==> config.mk <==
export PLATFORM = sky130hd
export DESIGN_NAME = can_tx_arbiter
export DESIGN_NICKNAME = d
export VERILOG_FILES = /design/src/rtl/can_arb_pkg.sv /design/src/rtl/can_arb_keygen.sv /design/src/rtl/can_arb_pick.sv /design/src/rtl/can_arb_tree.sv /design/src/rtl/can_tx_arbiter.sv
export SDC_FILE = /design/constraint.sdc
export NUM_CORES = 2
export LEC_CHECK = 0
export BUFFER_PORTS_ARGS = -buffer_cell sky130_fd_sc_hd__buf_4
export CORE_AREA = 4 4 242 244
export DETAILED_ROUTE_END_ITERATION = 10
export DIE_AREA = 0 0 246 248
export PLACE_DENSITY = 0.73
export SLEW_MARGIN = 5
export SYNTH_ARGS = -nofsm -noshare
export SYNTH_HDL_FRONTEND = slang
export SYNTH_HIERARCHICAL = 1
export SYNTH_SLANG_ARGS = --single-unit
==> constraint.sdc <==
create_clock -name clk -period 33.7 [get_ports clk]
set_clock_uncertainty 0.1 [all_clocks]
set_input_delay 10.11 -clock clk [delete_from_list [all_inputs] [get_ports clk]]
set_output_delay 10.11 -clock clk [all_outputs]
set_load 0.1 [all_outputs]
==> src/rtl/can_arb_pkg.sv <==
package can_arb_pkg;
  localparam int ID_W   = 29;
  localparam int LP_W   = 3;
  localparam int CODE_W = 4;
  localparam int ARB_W  = 32;
  localparam int KEY_W  = LP_W + ARB_W;

  localparam logic [CODE_W-1:0] CODE_TX_PEND = 4'b1100;

  // Arbitration field in bus order: base id, SRR/RTR slot, IDE, id extension, RTR.
  function automatic logic [ARB_W-1:0] arb_word(input logic [ID_W-1:0] id,
                                                 input logic ide, input logic rtr);
    if (!ide) arb_word = {id[28:18], rtr, 1'b0, 18'd0, 1'b0};
    else      arb_word = {id[28:18], 1'b1, 1'b1, id[17:0], rtr};
  endfunction
endpackage

==> src/rtl/can_arb_keygen.sv <==
module can_arb_keygen
  import can_arb_pkg::*;
(
  input  logic [CODE_W-1:0] code,
  input  logic [ID_W-1:0]   id,
  input  logic              ide,
  input  logic              rtr,
  input  logic [LP_W-1:0]   lprio,
  input  logic              order_mode,
  input  logic              lprio_en,
  input  logic              excl,
  output logic              cand,
  output logic [KEY_W-1:0]  key
);
  assign cand = (code == CODE_TX_PEND) && !excl;

  always_comb begin
    if (order_mode) key = '0;   // all equal: index tie-break decides
    else            key = {(lprio_en ? lprio : {LP_W{1'b0}}), arb_word(id, ide, rtr)};
  end
endmodule

==> src/rtl/can_arb_pick.sv <==
module can_arb_pick #(
  parameter int KEY_W = 35,
  parameter int IDX_W = 4
) (
  input  logic             a_vld,
  input  logic [KEY_W-1:0] a_key,
  input  logic [IDX_W-1:0] a_idx,
  input  logic             b_vld,
  input  logic [KEY_W-1:0] b_key,
  input  logic [IDX_W-1:0] b_idx,
  output logic             y_vld,
  output logic [KEY_W-1:0] y_key,
  output logic [IDX_W-1:0] y_idx
);
  logic take_a;
  // a always holds the lower indices, so equal keys keep a
  assign take_a = a_vld && (!b_vld || (a_key <= b_key));
  assign y_vld  = a_vld | b_vld;
  assign y_key  = take_a ? a_key : b_key;
  assign y_idx  = take_a ? a_idx : b_idx;
endmodule

==> src/rtl/can_arb_tree.sv <==
module can_arb_tree #(
  parameter int N     = 16,
  parameter int KEY_W = 35,
  parameter int IDX_W = $clog2(N)
) (
  input  logic [N-1:0]       leaf_vld,
  input  logic [N*KEY_W-1:0] leaf_key,
  output logic               best_vld,
  output logic [KEY_W-1:0]   best_key,
  output logic [IDX_W-1:0]   best_idx
);
  localparam int P = 1 << IDX_W;

  logic             nv [1:2*P-1];
  logic [KEY_W-1:0] nk [1:2*P-1];
  logic [IDX_W-1:0] ni [1:2*P-1];

  for (genvar i = 0; i < P; i++) begin : g_leaf
    if (i < N) begin : g_used
      assign nv[P+i] = leaf_vld[i];
      assign nk[P+i] = leaf_key[i*KEY_W +: KEY_W];
      assign ni[P+i] = IDX_W'(i);
    end else begin : g_pad
      assign nv[P+i] = 1'b0;
      assign nk[P+i] = '0;
      assign ni[P+i] = '0;
    end
  end

  for (genvar n = 1; n < P; n++) begin : g_node
    can_arb_pick #(.KEY_W(KEY_W), .IDX_W(IDX_W)) u_pick (
      .a_vld(nv[2*n]),   .a_key(nk[2*n]),   .a_idx(ni[2*n]),
      .b_vld(nv[2*n+1]), .b_key(nk[2*n+1]), .b_idx(ni[2*n+1]),
      .y_vld(nv[n]),     .y_key(nk[n]),     .y_idx(ni[n])
    );
  end

  assign best_vld = nv[1];
  assign best_key = nk[1];
  assign best_idx = ni[1];
endmodule

==> src/rtl/can_tx_arbiter.sv <==
module can_tx_arbiter
  import can_arb_pkg::*;
#(
  parameter int NUM_MB  = 16,
  parameter int RUN_LEN = 4,
  localparam int IDX_W  = $clog2(NUM_MB)
) (
  input  logic                     clk,
  input  logic                     rst_n,
  input  logic                     cfg_order_mode,
  input  logic                     cfg_lprio_en,
  input  logic                     arb_start,
  input  logic [NUM_MB-1:0]        cpu_wr,
  input  logic [NUM_MB*CODE_W-1:0] mb_code,
  input  logic [NUM_MB*ID_W-1:0]   mb_id,
  input  logic [NUM_MB-1:0]        mb_ide,
  input  logic [NUM_MB-1:0]        mb_rtr,
  input  logic [NUM_MB*LP_W-1:0]   mb_lprio,
  output logic                     win_valid,
  output logic [IDX_W-1:0]         win_idx
);
  localparam int CNT_W = (RUN_LEN > 1) ? $clog2(RUN_LEN) : 1;

  logic              busy;
  logic [CNT_W-1:0]  cnt;
  logic [NUM_MB-1:0] excl_q;
  logic [NUM_MB-1:0] excl_now;
  logic              run_done;

  logic [NUM_MB-1:0]       cand;
  logic [NUM_MB*KEY_W-1:0] keys;
  logic                    tree_vld;
  logic [KEY_W-1:0]        tree_key;
  logic [IDX_W-1:0]        tree_idx;

  assign excl_now = busy ? (excl_q | cpu_wr) : '0;
  assign run_done = busy && (cnt == '0);

  for (genvar i = 0; i < NUM_MB; i++) begin : g_mb
    can_arb_keygen u_key (
      .code      (mb_code[i*CODE_W +: CODE_W]),
      .id        (mb_id[i*ID_W +: ID_W]),
      .ide       (mb_ide[i]),
      .rtr       (mb_rtr[i]),
      .lprio     (mb_lprio[i*LP_W +: LP_W]),
      .order_mode(cfg_order_mode),
      .lprio_en  (cfg_lprio_en),
      .excl      (excl_now[i]),
      .cand      (cand[i]),
      .key       (keys[i*KEY_W +: KEY_W])
    );
  end

  can_arb_tree #(.N(NUM_MB), .KEY_W(KEY_W), .IDX_W(IDX_W)) u_tree (
    .leaf_vld(cand),
    .leaf_key(keys),
    .best_vld(tree_vld),
    .best_key(tree_key),
    .best_idx(tree_idx)
  );

  always_ff @(posedge clk) begin
    if (!rst_n) begin
      busy      <= 1'b0;
      cnt       <= '0;
      excl_q    <= '0;
      win_valid <= 1'b0;
      win_idx   <= '0;
    end else if (!busy) begin
      if (arb_start) begin
        busy      <= 1'b1;
        cnt       <= CNT_W'(RUN_LEN - 1);
        excl_q    <= cpu_wr;
        win_valid <= 1'b0;
      end
    end else begin
      excl_q <= excl_q | cpu_wr;
      if (cnt == '0) begin
        busy      <= 1'b0;
        win_valid <= tree_vld;
        win_idx   <= tree_idx;
      end else begin
        cnt <= cnt - 1'b1;
      end
    end
  end

  AST_WIN_IS_PENDING: assert property (@(posedge clk) disable iff (!rst_n)
    run_done && tree_vld |-> mb_code[tree_idx*CODE_W +: CODE_W] == CODE_TX_PEND);
  AST_KEY_MATCH: assert property (@(posedge clk) disable iff (!rst_n)
    run_done && tree_vld |-> keys[tree_idx*KEY_W +: KEY_W] == tree_key);
  AST_WIN_NOT_TOUCHED: assert property (@(posedge clk) disable iff (!rst_n)
    run_done && tree_vld |-> !cpu_wr[tree_idx] && !excl_q[tree_idx]);
  AST_NONE_LEAVES_LOW: assert property (@(posedge clk) disable iff (!rst_n)
    run_done && (cand == '0) |=> !win_valid);
  AST_CLEAR_ON_START: assert property (@(posedge clk) disable iff (!rst_n)
    arb_start && !busy |=> !win_valid);
  AST_HOLD_RESULT: assert property (@(posedge clk) disable iff (!rst_n)
    !busy && !arb_start |=> $stable(win_valid) && $stable(win_idx));
endmodule

After elaboration in Yosys (flattened, before gate mapping) --
Index checks and enable logic that the tools add are counted.
Storage, ports and cells: flip-flop bits (word level) 24, bits of input ports 629, logic and storage cells 226
Cells by class: add/sub/neg operators 1, $lt $le $gt $ge 15, equal/unequal tests 18, muxes and demuxes 89, bitwise operators 16, reductions and logical operators 82
Operators by type and width (count):
- two-way mux 35 bit | 30
- <= comparator 35 bit | 15
- two-way mux 21 bit | 16
- equality test 4 bit, second input constant | 16
- two-way mux 3 bit | 18
- two-way mux 16 bit | 3
- logical AND 1 bit | 31
- logical NOT 1 bit | 31
- bitwise OR 16 bit | 1
- logical OR 1 bit | 15
- bitwise OR 1 bit | 15
- two-way mux 1 bit | 14
- two-way mux 2 bit | 7
- AND reduction 2 bit | 3
- two-way mux 4 bit | 1
- logical NOT 2 bit | 1
- != test 2 x 1 -> 1 bit, second input constant | 1
- != test 2 bit, second input constant | 1
- nonzero test 2 bit | 1
- subtractor 2 x 1 -> 2 bit, second input constant | 1

Logic depth before layout (Yosys ltp) --
word-level depth 20, gate-level depth with buffers 49

Hierarchy --
Netlist, hierarchy kept.
Modules (own cells, without submodules):
- can_arb_pick (u_tree.g_node[10].u_pick ...) | times used 14, cells an instance 170, area each 1411.4 µm²
- can_arb_keygen | times used 16, cells an instance 42, area each 266.5 µm²
- can_arb_pick (u_tree.g_node[12].u_pick) | times used 1, cells an instance 169, area each 1413.9 µm²
- can_tx_arbiter | times used 1, cells an instance 128, area each 1109.8 µm²
- can_arb_tree | times used 1, cells an instance 2, area each 7.5 µm²

Least setup slack after synthesis --
Ideal clock, no wire load.
kind in2reg, from input mb_ide[1], to register win_idx[0], setup time 124 ps, arrival time 17946 ps, required time 33476 ps, slack 15530 ps, cell stages on the path 40, path through nor2b_2 -> buf_6 -> and2_1 -> inv_1 -> ha_1 -> nand4_1 -> nor4_1 -> o21ai_0 -> nand2_1 -> nor4_1 -> o211ai_2 -> buf_6 -> buf_6 -> mux2_4 -> ha_1 -> nand4_1 -> or4_1 -> o221ai_2 -> [... 4 more ...] -> ha_1 -> nand4_1 -> or4_1 -> o221ai_2 -> o211ai_2 -> buf_6 -> buf_6 -> mux2_4 -> ha_1 -> nand4_1 -> or4_1 -> o221ai_2 -> o211ai_2 -> buf_6 -> buf_6 -> mux2_4 -> nand3_1 -> a21boi_0
RTL lines:
- start, declared | RTL line can_tx_arbiter.sv:16 | input logic [NUM_MB-1:0] mb_ide,
- end signal, assigned | RTL line can_tx_arbiter.sv:81 | win_idx <= tree_idx;
- end, declared | RTL line can_tx_arbiter.sv:20 | output logic [IDX_W-1:0] win_idx

==> results.py <==
metrics = {
    "global_routing": {
        "antenna_found_initial": 3,
        "grt_pass1_wl_um": 140000,
        "grt_max_degree": 82,
        "grt-ovfl-total": 0,
        "grt_usage": 0.289,
        "grt_pass1_vias": 24892,
    },
    "setup_path": {
        "cp.arrival_ns": 22.48,
        "slowest_delay_ns": 0.73,
        "r2r-start": "busy",
        "crit_path_frequent_cell": "buf_4",
        "critPathMaxFanout": 81,
        "required_ns": 33.75,
        "r2r_end": "win_idx[1]",
        "r2r_cells": 34,
        "crit_path_top_delay_cell": "buf_4",
        "worstSetupEndpointType": "flip-flop",
        "r2r_slack_ns": 22.97,
        "critPathKind": "in -> reg",
        "startpoint_type": "input port",
        "startpoint": "cfg_order_mode",
        "endpoint": "win_idx[1]",
    },
    "timing": {
        "finalHoldViolations": 0,
        "rsz0062_at_grt": "false",
        "fmax_mhz": 44.6,
        "worst_pin_slew_ns": 1.07,
        "final_max_slew_viol_count": 0,
        "finalSetupViolations": 0,
        "tns_ns": 0,
        "period_share": 0.666,
        "max-slew-margin-rel": 0.283,
        "min_period_ns": 22.43,
        "holdWs_ns": 0.370,
    },
    "final_layout": {
        "seqCellArea_um2": 480,
        "post-route-util": 0.559,
        "multi_input_area_um2": 23000,
        "area_growth_pct": 20.5,
        "layout.cells.non_filler": 4678,
        "num-fill-cells": 5310,
        "drive_gt1_frac": 0.331,
        "nNetsFinal": 5077,
    },
    "cts": {
        "cts-root-buf": "clkbuf_16",
        "numCtsBuffers": 3,
        "clk_latency_ns": 0.26,
        "cts_resized": 0,
        "cts-htree-levels": 1,
        "cts_tree": "built",
        "post_cts_buffers": 0,
        "clk_path_buf_depth": 2,
        "cts_hold_buf": 0,
        "clk_pin_slew_worst_paths_ns": 0.07,
        "cts.sinks": 24,
    },
    "run": {
        "maxCapViolCount": 0,
    },
    "routing": {
        "drtIter0Drc": 1324,
        "wl_per_cell_um": 20.1,
        "viasPerCell": 5.41,
        "route.detailed.drc": 0,
        "dr.pass1.iters": 6,
        "via_count": 25303,
        "wirelength_um": 93900,
        "ant_nets": 0,
    },
    "die": {
        "ioPinCount": 634,
        "fp.dieH_um": 248,
        "core_um2": 56300,
        "initial_utilization": 0.464,
        "core.rowCount": 87,
        "die-area_um2": 61000,
        "die_w_um": 246,
    },
    "placed_design": {
        "io_buffers": 633,
        "dpl.hpwl_um": 83600,
        "placed_cells": 4672,
        "gp_congestion": 0.996,
    },
    "power": {
        "p_leak_nw": 15.9,
        "peakVddDrop_v": 0.0000170,
        "power_density_nw_per_um2": 14.8,
    },
    "synthesis": {
        "syn_area_um2": 26100,
        "syn_area_per_cell_um2": 7.88,
        "ys_warn_count": 6,
        "syn_inst": 3314,
    },
    "worst_hold_path": {
        "hold_path.class": "reg -> reg",
    },
    "status": {
        "status": "finished, final reports clean",
    },
}
==> cell usage in the layout (no fill, tap or decap), types with 16 or more instances in the layout <==
| master | instances |
|---|---|
| a21o_1 | 45 |
| a21oi_1 | 203 |
| and2_1 | 352 |
| buf_4 | 653 |
| conb_1 | 64 |
| dfxtp_1 | 24 |
| ha_1 | 527 |
| inv_1 | 543 |
| mux2_2 | 407 |
| mux2_4 | 143 |
| nand2_1 | 114 |
| nand3_1 | 77 |
| nand4_1 | 134 |
| nor2_1 | 51 |
| nor2b_1 | 222 |
| nor2b_2 | 16 |
| nor3_1 | 17 |
| nor4_1 | 44 |
| o21a_1 | 30 |
| o21ai_0 | 91 |
| or2_2 | 29 |
==> worst min-delay path by stage <==
stage	from	slack, ns	endpoint	depth (start not counted)
4_1_cts	win_valid	0.37	win_valid	2
6_report	win_idx[1]	0.37	win_idx[1]	2
5_1_grt	win_valid	0.38	win_valid	2
3_3_place_gp	excl_q[2]	0.35	excl_q[2]	2
3_5_place_dp	excl_q[0]	0.36	excl_q[0]	2
2_1_floorplan	excl_q[0]	0.34	excl_q[0]	2
==> registers in the layout, indices dropped and copies added (netlist names) <==
register and flops:
win_valid 1, busy 1, excl_q 16, cnt 2
win_idx 4
==> worst max-delay path, delay by kind of cell <==
family	cells	cell delay, ns
compound gates	10	3.19
buf+inv	7	3.17
simple gates	16	3.11
mux	4	1.58
fa+ha+maj	4	1.18
==> per-layer routing <==
| layer | part of all wire | global-route usage | vias to the layer above |
|---|---|---|---|
| met5 | 0 | 0 | - |
| met4 | 0.031 | 0.0768 | 0 |
| met3 | 0.054 | 0.0284 | 116 |
| met2 | 0.48 | 0.525 | 742 |
| met1 | 0.43 | 0.365 | 11774 |
| li1 | - | - | 12671 |
==> area by class of cell <==
cell class	count	share of cell area
Multi-Input combinational cell	2695	0.730
Clock buffer	3	0.00239
Tap cell	756	0.0301
Timing Repair Buffer	654	0.156
Clock inverter	1	0.000954
Antenna cell	2	0.000159
Inverter	543	0.0648
Sequential cell	24	0.0153
==> where the power goes <==
group          internal [mW]  switching (mW)
Clock                 0.0237          0.0114
Combinational          0.194           0.203
Sequential            0.0308         0.00227
Total                  0.248           0.217
==> metrics by stage <==
stage | setup slack (ns) | power [mW] | area [um^2]
floorplan | 15.63 | 0.291 | 26400
global placement | 11.07 | 0.421 | 31400
detailed placement | 11.07 | 0.424 | 31400
CTS | 11.33 | 0.462 | 31500
global route | 10.31 | 0.507 | 31500
finish | 11.27 | 0.465 | 31500
Note: power is estimated with default switching activity, not from simulation.
